### config.mk
export PLATFORM = sky130hd
export DESIGN_NAME = calendar_regfile
export DESIGN_NICKNAME = d
export VERILOG_FILES = /design/src/rtl/calreg_pkg.sv /design/src/rtl/calreg_rst_sync.sv /design/src/rtl/cal_field_step.sv /design/src/rtl/cal_month_end.sv /design/src/rtl/calendar_regfile.sv
export SDC_FILE = /design/constraint.sdc
export NUM_CORES = 1
export LEC_CHECK = 0
export ABC_AREA = 1
export BUFFER_PORTS_ARGS = -buffer_cell sky130_fd_sc_hd__clkbuf_2
export CAP_MARGIN = 10
export CORE_MARGIN = 2
export CORE_UTILIZATION = 67
export CTS_BUF_LIST = sky130_fd_sc_hd__clkbuf_4 sky130_fd_sc_hd__clkbuf_8 sky130_fd_sc_hd__clkbuf_16
export DETAILED_ROUTE_END_ITERATION = 16
export HOLD_SLACK_MARGIN = 0.03
export PLACE_DENSITY = 0.94
export RECOVER_POWER = 25
export SYNTH_ARGS = -nofsm -noshare
export SYNTH_HDL_FRONTEND = slang
export SYNTH_SLANG_ARGS = --single-unit
### constraint.sdc
create_clock -name clk -period 14.7 [get_ports clk]
set_input_delay 0 -clock clk [delete_from_list [all_inputs] [get_ports clk]]
set_output_delay 0 -clock clk [all_outputs]
set_load 0.02 [all_outputs]
### src/rtl/calreg_pkg.sv
package calreg_pkg;
  localparam int NFIELD = 7;
  localparam int NREG   = NFIELD + 2;
  localparam int F_SEC  = 0;
  localparam int F_MIN  = 1;
  localparam int F_HOUR = 2;
  localparam int F_DAY  = 3;
  localparam int F_DATE = 4;
  localparam int F_MON  = 5;
  localparam int F_YEAR = 6;

  typedef logic [7:0] bcd_t;

  function automatic bcd_t field_mask(int idx);
    case (idx)
      F_SEC, F_MIN:    return 8'h7F;
      F_HOUR, F_DATE:  return 8'h3F;
      F_DAY:           return 8'h07;
      F_MON:           return 8'h1F;
      default:         return 8'hFF;
    endcase
  endfunction

  function automatic bcd_t field_first(int idx);
    case (idx)
      F_DAY, F_DATE, F_MON: return 8'h01;
      default:              return 8'h00;
    endcase
  endfunction

  function automatic bcd_t field_last(int idx);
    case (idx)
      F_SEC, F_MIN: return 8'h59;
      F_HOUR:       return 8'h23;
      F_DAY:        return 8'h07;
      F_DATE:       return 8'h31;
      F_MON:        return 8'h12;
      default:      return 8'h99;
    endcase
  endfunction
endpackage

### src/rtl/calreg_rst_sync.sv
module calreg_rst_sync #(
  parameter int STAGES = 2
) (
  input  logic clk,
  input  logic rst_n,
  output logic rst_ns
);
  logic [STAGES-1:0] sync_q;

  always_ff @(posedge clk or negedge rst_n) begin
    if (!rst_n) sync_q <= '0;
    else        sync_q <= {sync_q[STAGES-2:0], 1'b1};
  end

  assign rst_ns = sync_q[STAGES-1];
endmodule

### src/rtl/cal_field_step.sv
module cal_field_step
  import calreg_pkg::*;
(
  input  bcd_t cur_i,
  input  bcd_t first_i,
  input  bcd_t last_i,
  output bcd_t nxt_o,
  output logic wrap_o
);
  always_comb begin
    wrap_o = (cur_i == last_i);
    if (wrap_o)                 nxt_o = first_i;
    else if (cur_i[3:0] >= 4'd9) nxt_o = {cur_i[7:4] + 4'd1, 4'd0};
    else                        nxt_o = {cur_i[7:4], cur_i[3:0] + 4'd1};
  end
endmodule

### src/rtl/cal_month_end.sv
module cal_month_end
  import calreg_pkg::*;
(
  input  bcd_t       month_i,
  input  logic       yr_tens_lsb_i,
  input  logic [1:0] yr_ones_low_i,
  output bcd_t       last_date_o
);
  logic [1:0] yr_mod4;
  logic       leap;

  always_comb begin
    yr_mod4 = {yr_tens_lsb_i, 1'b0} + yr_ones_low_i;
    leap    = (yr_mod4 == 2'd0);
    case (month_i)
      8'h02:                      last_date_o = leap ? 8'h29 : 8'h28;
      8'h04, 8'h06, 8'h09, 8'h11: last_date_o = 8'h30;
      default:                    last_date_o = 8'h31;
    endcase
  end
endmodule

### src/rtl/calendar_regfile.sv
module calendar_regfile
  import calreg_pkg::*;
#(
  parameter int ADDR_W = 4
) (
  input  logic              clk,
  input  logic              rst_n,
  input  logic              tick_i,
  input  logic              wr_en_i,
  input  logic [ADDR_W-1:0] addr_i,
  input  logic [7:0]        wdata_i,
  output logic [7:0]        rdata_o
);
  localparam logic [ADDR_W-1:0] A_CTL  = ADDR_W'(0);
  localparam logic [ADDR_W-1:0] A_CAL  = ADDR_W'(1);
  localparam logic [ADDR_W-1:0] A_T0   = ADDR_W'(2);
  localparam logic [ADDR_W-1:0] A_TLST = ADDR_W'(NREG - 1);
  localparam int                FW     = 8 * NFIELD;

  logic rst_ns;
  calreg_rst_sync #(.STAGES(2)) u_rst (.clk(clk), .rst_n(rst_n), .rst_ns(rst_ns));

  bcd_t live_q [NFIELD];
  bcd_t hold_q [NFIELD];
  bcd_t snap_q [NFIELD];
  bcd_t live_d [NFIELD];
  bcd_t hold_d [NFIELD];
  bcd_t step_nxt [NFIELD];
  bcd_t last_lim [NFIELD];
  logic [NFIELD-1:0] step_wrap, fen;
  logic r_q, w_q, stop_q, tamp_q, cal_s_q;
  logic [4:0] cal_m_q;
  bcd_t date_last;

  // Decode
  logic wr_ctl, wr_cal, wr_fld, count_ok, take_snap, take_hold, load_hold;
  logic live_en, hold_en;
  logic [ADDR_W-1:0] fofs;

  always_comb begin
    fofs      = addr_i - A_T0;
    wr_ctl    = wr_en_i && (addr_i == A_CTL);
    wr_cal    = wr_en_i && (addr_i == A_CAL);
    wr_fld    = wr_en_i && (addr_i >= A_T0) && (addr_i <= A_TLST);
    count_ok  = tick_i && !w_q && !stop_q;
    take_snap = wr_ctl && !r_q && wdata_i[0];
    take_hold = wr_ctl && !w_q && wdata_i[1];
    load_hold = wr_ctl && w_q && !wdata_i[1];
    live_en   = load_hold || count_ok;
    hold_en   = take_hold || (w_q && wr_fld);
  end

  // Counter chain
  cal_month_end u_mend (
    .month_i(live_q[F_MON]), .yr_tens_lsb_i(live_q[F_YEAR][4]),
    .yr_ones_low_i(live_q[F_YEAR][1:0]), .last_date_o(date_last));

  for (genvar g = 0; g < NFIELD; g++) begin : g_field
    if (g == F_DATE) begin : g_dyn
      assign last_lim[g] = date_last;
    end else begin : g_fix
      assign last_lim[g] = field_last(g);
    end
    cal_field_step u_step (
      .cur_i(live_q[g]), .first_i(field_first(g)), .last_i(last_lim[g]),
      .nxt_o(step_nxt[g]), .wrap_o(step_wrap[g]));
  end

  always_comb begin
    fen[F_SEC]  = count_ok;
    fen[F_MIN]  = fen[F_SEC]  && step_wrap[F_SEC];
    fen[F_HOUR] = fen[F_MIN]  && step_wrap[F_MIN];
    fen[F_DAY]  = fen[F_HOUR] && step_wrap[F_HOUR];
    fen[F_DATE] = fen[F_HOUR] && step_wrap[F_HOUR];
    fen[F_MON]  = fen[F_DATE] && step_wrap[F_DATE];
    fen[F_YEAR] = fen[F_MON]  && step_wrap[F_MON];
  end

  // Next state
  always_comb begin
    for (int i = 0; i < NFIELD; i++) begin
      if (load_hold)   live_d[i] = hold_q[i];
      else if (fen[i]) live_d[i] = step_nxt[i];
      else             live_d[i] = live_q[i];
      if (take_hold)                        hold_d[i] = live_q[i];
      else if (fofs == ADDR_W'(i) && wr_fld) hold_d[i] = wdata_i & field_mask(i);
      else                                  hold_d[i] = hold_q[i];
    end
  end

  // Registers
  always_ff @(posedge clk or negedge rst_ns) begin
    if (!rst_ns) begin
      for (int i = 0; i < NFIELD; i++) begin
        live_q[i] <= field_first(i);
        hold_q[i] <= field_first(i);
        snap_q[i] <= field_first(i);
      end
      r_q <= 1'b0; w_q <= 1'b0; stop_q <= 1'b0; tamp_q <= 1'b0;
      cal_s_q <= 1'b0; cal_m_q <= '0;
    end else begin
      if (live_en)   live_q <= live_d;
      if (hold_en)   hold_q <= hold_d;
      if (take_snap) snap_q <= live_q;
      if (wr_ctl) begin
        r_q    <= wdata_i[0];
        w_q    <= wdata_i[1];
        tamp_q <= wdata_i[6];
        stop_q <= wdata_i[7];
      end
      if (wr_cal) begin
        cal_s_q <= wdata_i[5];
        cal_m_q <= wdata_i[4:0];
      end
    end
  end

  // Read port
  always_comb begin
    rdata_o = 8'h00;
    if (addr_i == A_CTL)      rdata_o = {stop_q, tamp_q, 4'b0000, w_q, r_q};
    else if (addr_i == A_CAL) rdata_o = {2'b00, cal_s_q, cal_m_q};
    else begin
      for (int i = 0; i < NFIELD; i++)
        if (fofs == ADDR_W'(i)) rdata_o = snap_q[i];
    end
  end

  // Assertions
  logic [FW-1:0] live_flat, snap_flat;
  for (genvar g = 0; g < NFIELD; g++) begin : g_flat
    assign live_flat[8*g +: 8] = live_q[g];
    assign snap_flat[8*g +: 8] = snap_q[g];
  end

  assert_hold_freeze_R8: assert property (@(posedge clk) disable iff (!rst_ns)
    (w_q && !wr_ctl) |=> $stable(live_flat));
  assert_stop_freeze_R6: assert property (@(posedge clk) disable iff (!rst_ns)
    (stop_q && !w_q) |=> $stable(live_flat));
  assert_snap_copy_R7: assert property (@(posedge clk) disable iff (!rst_ns)
    take_snap |=> (snap_flat == $past(live_flat)));
  assert_sec_wrap_R2: assert property (@(posedge clk) disable iff (!rst_ns)
    (count_ok && live_q[F_SEC] == 8'h59) |=> (live_q[F_SEC] == 8'h00));
  assert_sec_digit_R2: assert property (@(posedge clk) disable iff (!rst_ns)
    (live_q[F_SEC][3:0] <= 4'd9) && (live_q[F_SEC] <= 8'h59));
  assert_day_range_R3: assert property (@(posedge clk) disable iff (!rst_ns)
    (live_q[F_DAY] >= 8'h01) && (live_q[F_DAY] <= 8'h07));
  assert_year_roll_R5: assert property (@(posedge clk) disable iff (!rst_ns)
    (fen[F_YEAR] && step_wrap[F_YEAR]) |=> (live_q[F_YEAR] == 8'h00));
endmodule

==> impl_metrics.csv, run 1 <==
group,metric,value,unit
status,status,"finished with violations",
status,violations,"max-capacitance violations, max-slew violations",
hold_path,hold_class,"in -> reg",
setup_path,cp-start-kind,"flip-flop",
routing,drt_iter0_drc,1331,
global_route,grt_usage,36.2,%
sta,finalMaxSlewViolations,111,
global_route,grt_start_max_net_pins,72,
sta,setup_viol,0,
sta,relSlewSlack,-143,%
floorplanning,initial_core_util,68.0,%
routing,drc,0,
sta,worst_slew_pin_slew,3.64,ns
routing,via_per_inst,6.33,
logic_synthesis,yosysMostFrequentCell,"nand2_1",
logic_synthesis,synth_seq_area_share,48.4,%
cells_and_area,seq_area,0.00452,sq mm
place,postPlaceCellArea,0.00958,sq mm
global_route,grt_pass1_wl,41500,um
floorplanning,core,0.0137,sq mm
logic_synthesis,yosys.area.top_type,"dfrtp_1",
floorplanning,die_x,122,um
clock_tree,postCtsSetupRepairBufs,0,
routing,dr.pass1.iters,6,
logic_synthesis,synth_area_leaders,"dfrtp_1 46%, nand2_1 13%, o21ai_0 6.8%, ha_1 5.1%, inv_1 4.7%",
cells_and_area,fin_nets,1207,
logic_synthesis,syn_inst,1123,
clock_tree,cts_buffers,17,
sta,fmax,192,MHz
logic_synthesis,syn-num-nets,1177,
cells_and_area,design_area,0.0104,sq mm
floorplanning,rows,43,
sta,skew,0.0108,ns
run,cap_violations,2,
power_and_ir_drop,power_density,129,mW/mm^2
global_route,antenna_found_initial,0,
logic_synthesis,ys_warn_count,0,
clock_tree,cts_tree,"done",
place,post-place-ws,12.01,ns
cells_and_area,fin_util,75.5,%
routing,wirelength,25400,um
logic_synthesis,netlist_top_cells_count,"333 x nand2_1, 171 x dfrtp_1, 126 x o21ai_0",
floorplanning,io_pins,24,
cells_and_area,diodes,0,
setup_path,crit_required,15.16,ns
logic_synthesis,synth-async-reset-ratio,100,%
power_and_ir_drop,peakVddDrop,0.000175,V
clock_tree,root_buffer,"clkbuf_16",
routing,wl_per_cell,18.9,um
cells_and_area,fill_cells,922,
logic_synthesis,synth_seq_cells,180,
clock_tree,clkTransAtPathRegs,0.07,ns
clock_tree,clockBufferDepth,2,
logic_synthesis,yosys_most_used_dff,"dfrtp_1",
routing,num_vias,8523,
global_route,grt_overflow,0,
logic_synthesis,synth_edf_count,0,
logic_synthesis,syn_area,0.00933,sq mm
sta,period_share,35.5,%
clock_tree,cts_resized,0,
floorplanning,die_area,0.0149,sq mm
sta,rsz0062_at_grt,"no",
cells_and_area,multiInputGateArea,0.00419,sq mm
place,port_buffers,23,
sta,whs,0.346,ns
cells_and_area,drive_gt1_share,7.98,%
power_and_ir_drop,power.leakage,5.03,nW
cells_and_area,area_growth_syn_to_layout,11.0,%
sta,hold_viol,0,
logic_synthesis,avgSynthCellArea,8.30,sq um
sta,fin_setup_tns,0,ns
clock_tree,cts-htree-levels,4,
setup_path,crit_fanout,71,
sta,setup_ws,9.48,ns
clock_tree,cts_hold_buf,14,
sta,finalCriticalPeriod,5.22,ns
floorplanning,die_h,122,um
clock_tree,clock_latency,0.44,ns
clock_tree,cts.sinks,180,
logic_synthesis,yosysTopAreaCellShare,45.9,%
routing,drtAntennaViolNets,0,
setup_path,worst_setup_path_end_kind,"async pin",
setup_path,arrival,5.67,ns
setup_path,crit_type,"reg -> async",
global_route,grt_pass1_vias,8304,
place,place.gp.congestion,0.953,
place,dp_hpwl,16400,um
logic_synthesis,synth_cell_types,40,
[area by class of cell]
type | count | area share (%)
Timing Repair Buffer | 46 | 3.06
Multi-Input combinational cell | 783 | 40.4
Tap cell | 180 | 2.17
Inverter | 125 | 4.53
Sequential cell | 180 | 43.6
Clock buffer | 19 | 4.31
Clock inverter | 13 | 1.90
[registers in the layout, summed over array words and instances, names as in the netlist]
| register | cells |
|---|---|
| hold_q | 56 |
| live_flat | 56 |
| snap_flat | 56 |
| cal_m_q | 5 |
| u_rst.sync_q | 2 |
| cal_s_q | 1 |
| r_q | 1 |
| stop_q | 1 |
| tamp_q | 1 |
| w_q | 1 |
[kinds of logic after synthesis]
group,Yosys count,share of synthesized area (%)
mux,5,0.604
xor+xnor,24,2.25
compound gates,237,15.3
simple gates,478,21.6
other cells,1,0.0402
fa+ha+maj,38,5.10
flops,180,48.4
buf+inv,160,6.67
[per-layer routing]
layer | track usage (%) | wire length (um) | up-vias
met2 | 55.6 | 11900 | 555
met1 | 46.7 | 9740 | 4038
met4 | 21.0 | 1270 | 0
met5 | 0 | 0 | -
li1 | - | - | 3812
met3 | 9.60 | 2550 | 118
[path summary, 6_finish.rpt]
| path | from | endpoint | slack, ns | depth (start not counted) |
|---|---|---|---|---|
| worst max register to register | u_rst.sync_q[1] | hold_q[41] | 9.48 | 2 |
| worst min register to register | u_rst.sync_q[0] | u_rst.sync_q[1] | 0.36 | 0 |
| worst max-delay path | u_rst.sync_q[1] | hold_q[41] | 9.48 | 2 |
| min in group asynchronous | rst_n | u_rst.sync_q[0] | 0.41 | 3 |
| worst min-delay path | addr_i[1] | w_q | 0.35 | 6 |
| max in group clk | live_flat[40] | live_flat[42] | 11.87 | 16 |
[cells in the final DEF (no fill, tap or decap), types with 3 or more instances in the layout]
cell	count
dlygate4sd3_1	14
dfstp_2	9
buf_4	8
nor2_2	5
bufinv_16	4
o211ai_1	8
a31oi_1	10
a22oi_1	3
clkbuf_1	3
dfrtp_1	171
nand3_1	66
o22ai_1	15
xnor2_1	8
nand4_1	18
clkinvlp_4	4
xor2_1	16
inv_1	117
o221ai_1	46
clkbuf_16	17
inv_6	3
nand2_1	334
a21oi_1	25
inv_2	5
ha_1	38
mux2_2	5
nor3_1	5
clkbuf_2	21
nor2_1	39
o21ai_0	126
clkinv_1	3
[per-stage QoR]
stage	std cells	power, mW
after CTS	1344	1.33
after floorplan	1123	0.770
after global placement	1298	0.818
final	1346	1.34
after global routing	1346	1.39
after detailed placement	1298	0.831
[worst max-delay path: stages, from the launching register on]
cell,delay [ns]
dfrtp_1,1.45
clkbuf_1,2.64
buf_4,1.05
[report_power, final]
group | switching, mW | total, mW | internal [mW]
Combinational | 0.125 | 0.201 | 0.0762
Clock | 0.203 | 0.497 | 0.294
Sequential | 0.0599 | 0.639 | 0.579
Total | 0.388 | 1.34 | 0.949
(Power assumes the default switching activity.)
==> run 2, diff against run 1 <==
--- a/config.mk
+++ b/config.mk
@@ -9,11 +9,11 @@
 export BUFFER_PORTS_ARGS = -buffer_cell sky130_fd_sc_hd__clkbuf_2
 export CAP_MARGIN = 10
 export CORE_MARGIN = 2
-export CORE_UTILIZATION = 67
+export CORE_UTILIZATION = 57
 export CTS_BUF_LIST = sky130_fd_sc_hd__clkbuf_4 sky130_fd_sc_hd__clkbuf_8 sky130_fd_sc_hd__clkbuf_16
 export DETAILED_ROUTE_END_ITERATION = 16
 export HOLD_SLACK_MARGIN = 0.03
-export PLACE_DENSITY = 0.94
+export PLACE_DENSITY = 0.86
 export RECOVER_POWER = 25
 export SYNTH_ARGS = -nofsm -noshare
 export SYNTH_HDL_FRONTEND = slang
==> constraint.sdc (replaced) <==
create_clock -name clk -period 4.3 [get_ports clk]
set_input_delay 0 -clock clk [delete_from_list [all_inputs] [get_ports clk]]
set_output_delay 0 -clock clk [all_outputs]
set_load 0.02 [all_outputs]
==> impl_metrics.csv, run 2 (same netlist as run 1, synthesis figures left out) <==
group,metric,value,unit
setup_path,crit_required,4.53,ns
place,post-place-ws,1.70,ns
setup_path,slowest_delay,1.39,ns
clock_tree,cts.sinks,180,
place,place.gp.congestion,0.942,
routing,wirelength,24000,um
floorplanning,die_h,132,um
status,status,"finished with violations",
setup_path,slowest_stage,"clkbuf_2",
place,port_buffers,23,
sta,finalCriticalPeriod,2.80,ns
floorplanning,initial_core_util,58.5,%
sta,rsz0062_at_grt,"no",
power_and_ir_drop,power_density,444,mW/mm^2
clock_tree,clockBufferDepth,2,
setup_path,worst_setup_path_end_kind,"async pin",
power_and_ir_drop,power.leakage,5.07,nW
sta,setup_viol,0,
power_and_ir_drop,peakVddDrop,0.000311,V
cells_and_area,fin_util,65.5,%
floorplanning,die_area,0.0174,sq mm
routing,drt_iter0_drc,798,
global_route,grt_pass1_wl,39600,um
status,violations,"max-capacitance violations, max-slew violations",
place,placed_cells,1338,
sta,setup_ws,1.50,ns
cells_and_area,final_common_cell,"nand2_1",
clock_tree,cts_tree,"done",
setup_path,path_buf_inv,1,
setup_path,crit_chain,"clkbuf_2",
setup_path,arrival,3.03,ns
clock_tree,cts-htree-levels,4,
cells_and_area,final_cell_mix,"333 x nand2_1, 171 x dfrtp_1, 126 x o21ai_0, 116 x inv_1, 66 x nand3_1",
global_route,grt_usage,28.5,%
floorplanning,io_pins,24,
sta,finalMaxSlewViolations,72,
routing,drtAntennaViolNets,0,
routing,num_vias,8181,
global_route,antenna_found_initial,0,
clock_tree,postCtsSetupRepairBufs,0,
routing,via_per_inst,5.92,
routing,dr.pass1.iters,6,
cells_and_area,fin_nets,1208,
cells_and_area,fin_cells,1383,
clock_tree,clock_latency,0.45,ns
global_route,grt_pass1_vias,8065,
clock_tree,root_buffer,"clkbuf_16",
floorplanning,rows,46,
routing,drc,0,
cells_and_area,diodes,0,
sta,worst_slew_pin_slew,1.72,ns
setup_path,critPathTopFamily,"buffers and inverters",
setup_path,cp-start-kind,"flip-flop",
floorplanning,core,0.0159,sq mm
clock_tree,clkTransAtPathRegs,0.06,ns
cells_and_area,drive_gt1_share,8.48,%
sta,fin_setup_tns,0,ns
routing,wl_per_cell,17.4,um
sta,fmax,357,MHz
setup_path,crit_fanout,71,
sta,hold_viol,0,
floorplanning,die_x,132,um
cells_and_area,area_growth_syn_to_layout,12.0,%
sta,relSlewSlack,-14.9,%
cells_and_area,fill_cells,1290,
place,dp_hpwl,16500,um
run,cap_violations,1,
setup_path,crit_type,"reg -> async",
sta,skew,0.0112,ns
hold_path,hold_class,"in -> reg",
global_route,grt_overflow,0,
global_route,grt_start_max_net_pins,72,
sta,period_share,65.2,%
clock_tree,cts_buffers,17,
[run 2: final timing paths]
check / startpoint / endpoint / slack, ns / depth (start not counted)
setup / recovery: u_rst.sync_q[1] / live_flat[52] / 1.50 / 1
hold reg to reg: u_rst.sync_q[0] / u_rst.sync_q[1] / 0.35 / 0
hold / removal: tick_i / live_flat[0] / 0.1 / 5
max in group clk: live_flat[1] / live_flat[31] / 1.62 / 13
setup reg to reg: u_rst.sync_q[1] / live_flat[52] / 1.50 / 1
min in group asynchronous: rst_n / u_rst.sync_q[1] / 0.40 / 3
[run 2: final cells by class]
cell class	count	area, sq um	area share, %
multi-input cells	783	4190	40.1
clock inverters	10	205	1.97
repair buffers	47	324	3.10
clock buffers	22	469	4.49
inverters	125	469	4.49
well taps	216	270	2.59
flip-flops and latches	180	4520	43.2
[run 2: power by group]
part	internal [mW]	switching (mW)	total, mW
combinational	0.261	0.411	0.673
sequential	1.98	0.197	2.18
clock	1.13	0.655	1.78
total	3.37	1.26	4.63
[run 2: timing repair]
| item | CTS | global route |
|---|---|---|
| hold buffers | 13 | 0 |
| endpoints found under the hold margin | 13 | 0 |
| resized for setup | 0 | 0 |
[run 2: metrics by stage]
step                      hold slack, ns  power, mW  instance area [sq um]
after floorplan                   -0.296       2.63                   9330
after global placement            -0.214       2.80                   9660
after CTS                         0.0832       4.62                  10500
after detailed placement          -0.211       2.84                   9660
after global routing               0.140       4.83                  10400
final                             0.0970       4.63                  10400
[run 2: per-layer routing]
metal | vias to the layer above | GRT usage [%] | share of wire (%)
met3 | 74 | 5.61 | 7.5
met5 | - | 0 | 0
met2 | 371 | 44.4 | 46
met1 | 3920 | 38.1 | 42
li1 | 3816 | - | -
met4 | 0 | 15.1 | 4.5
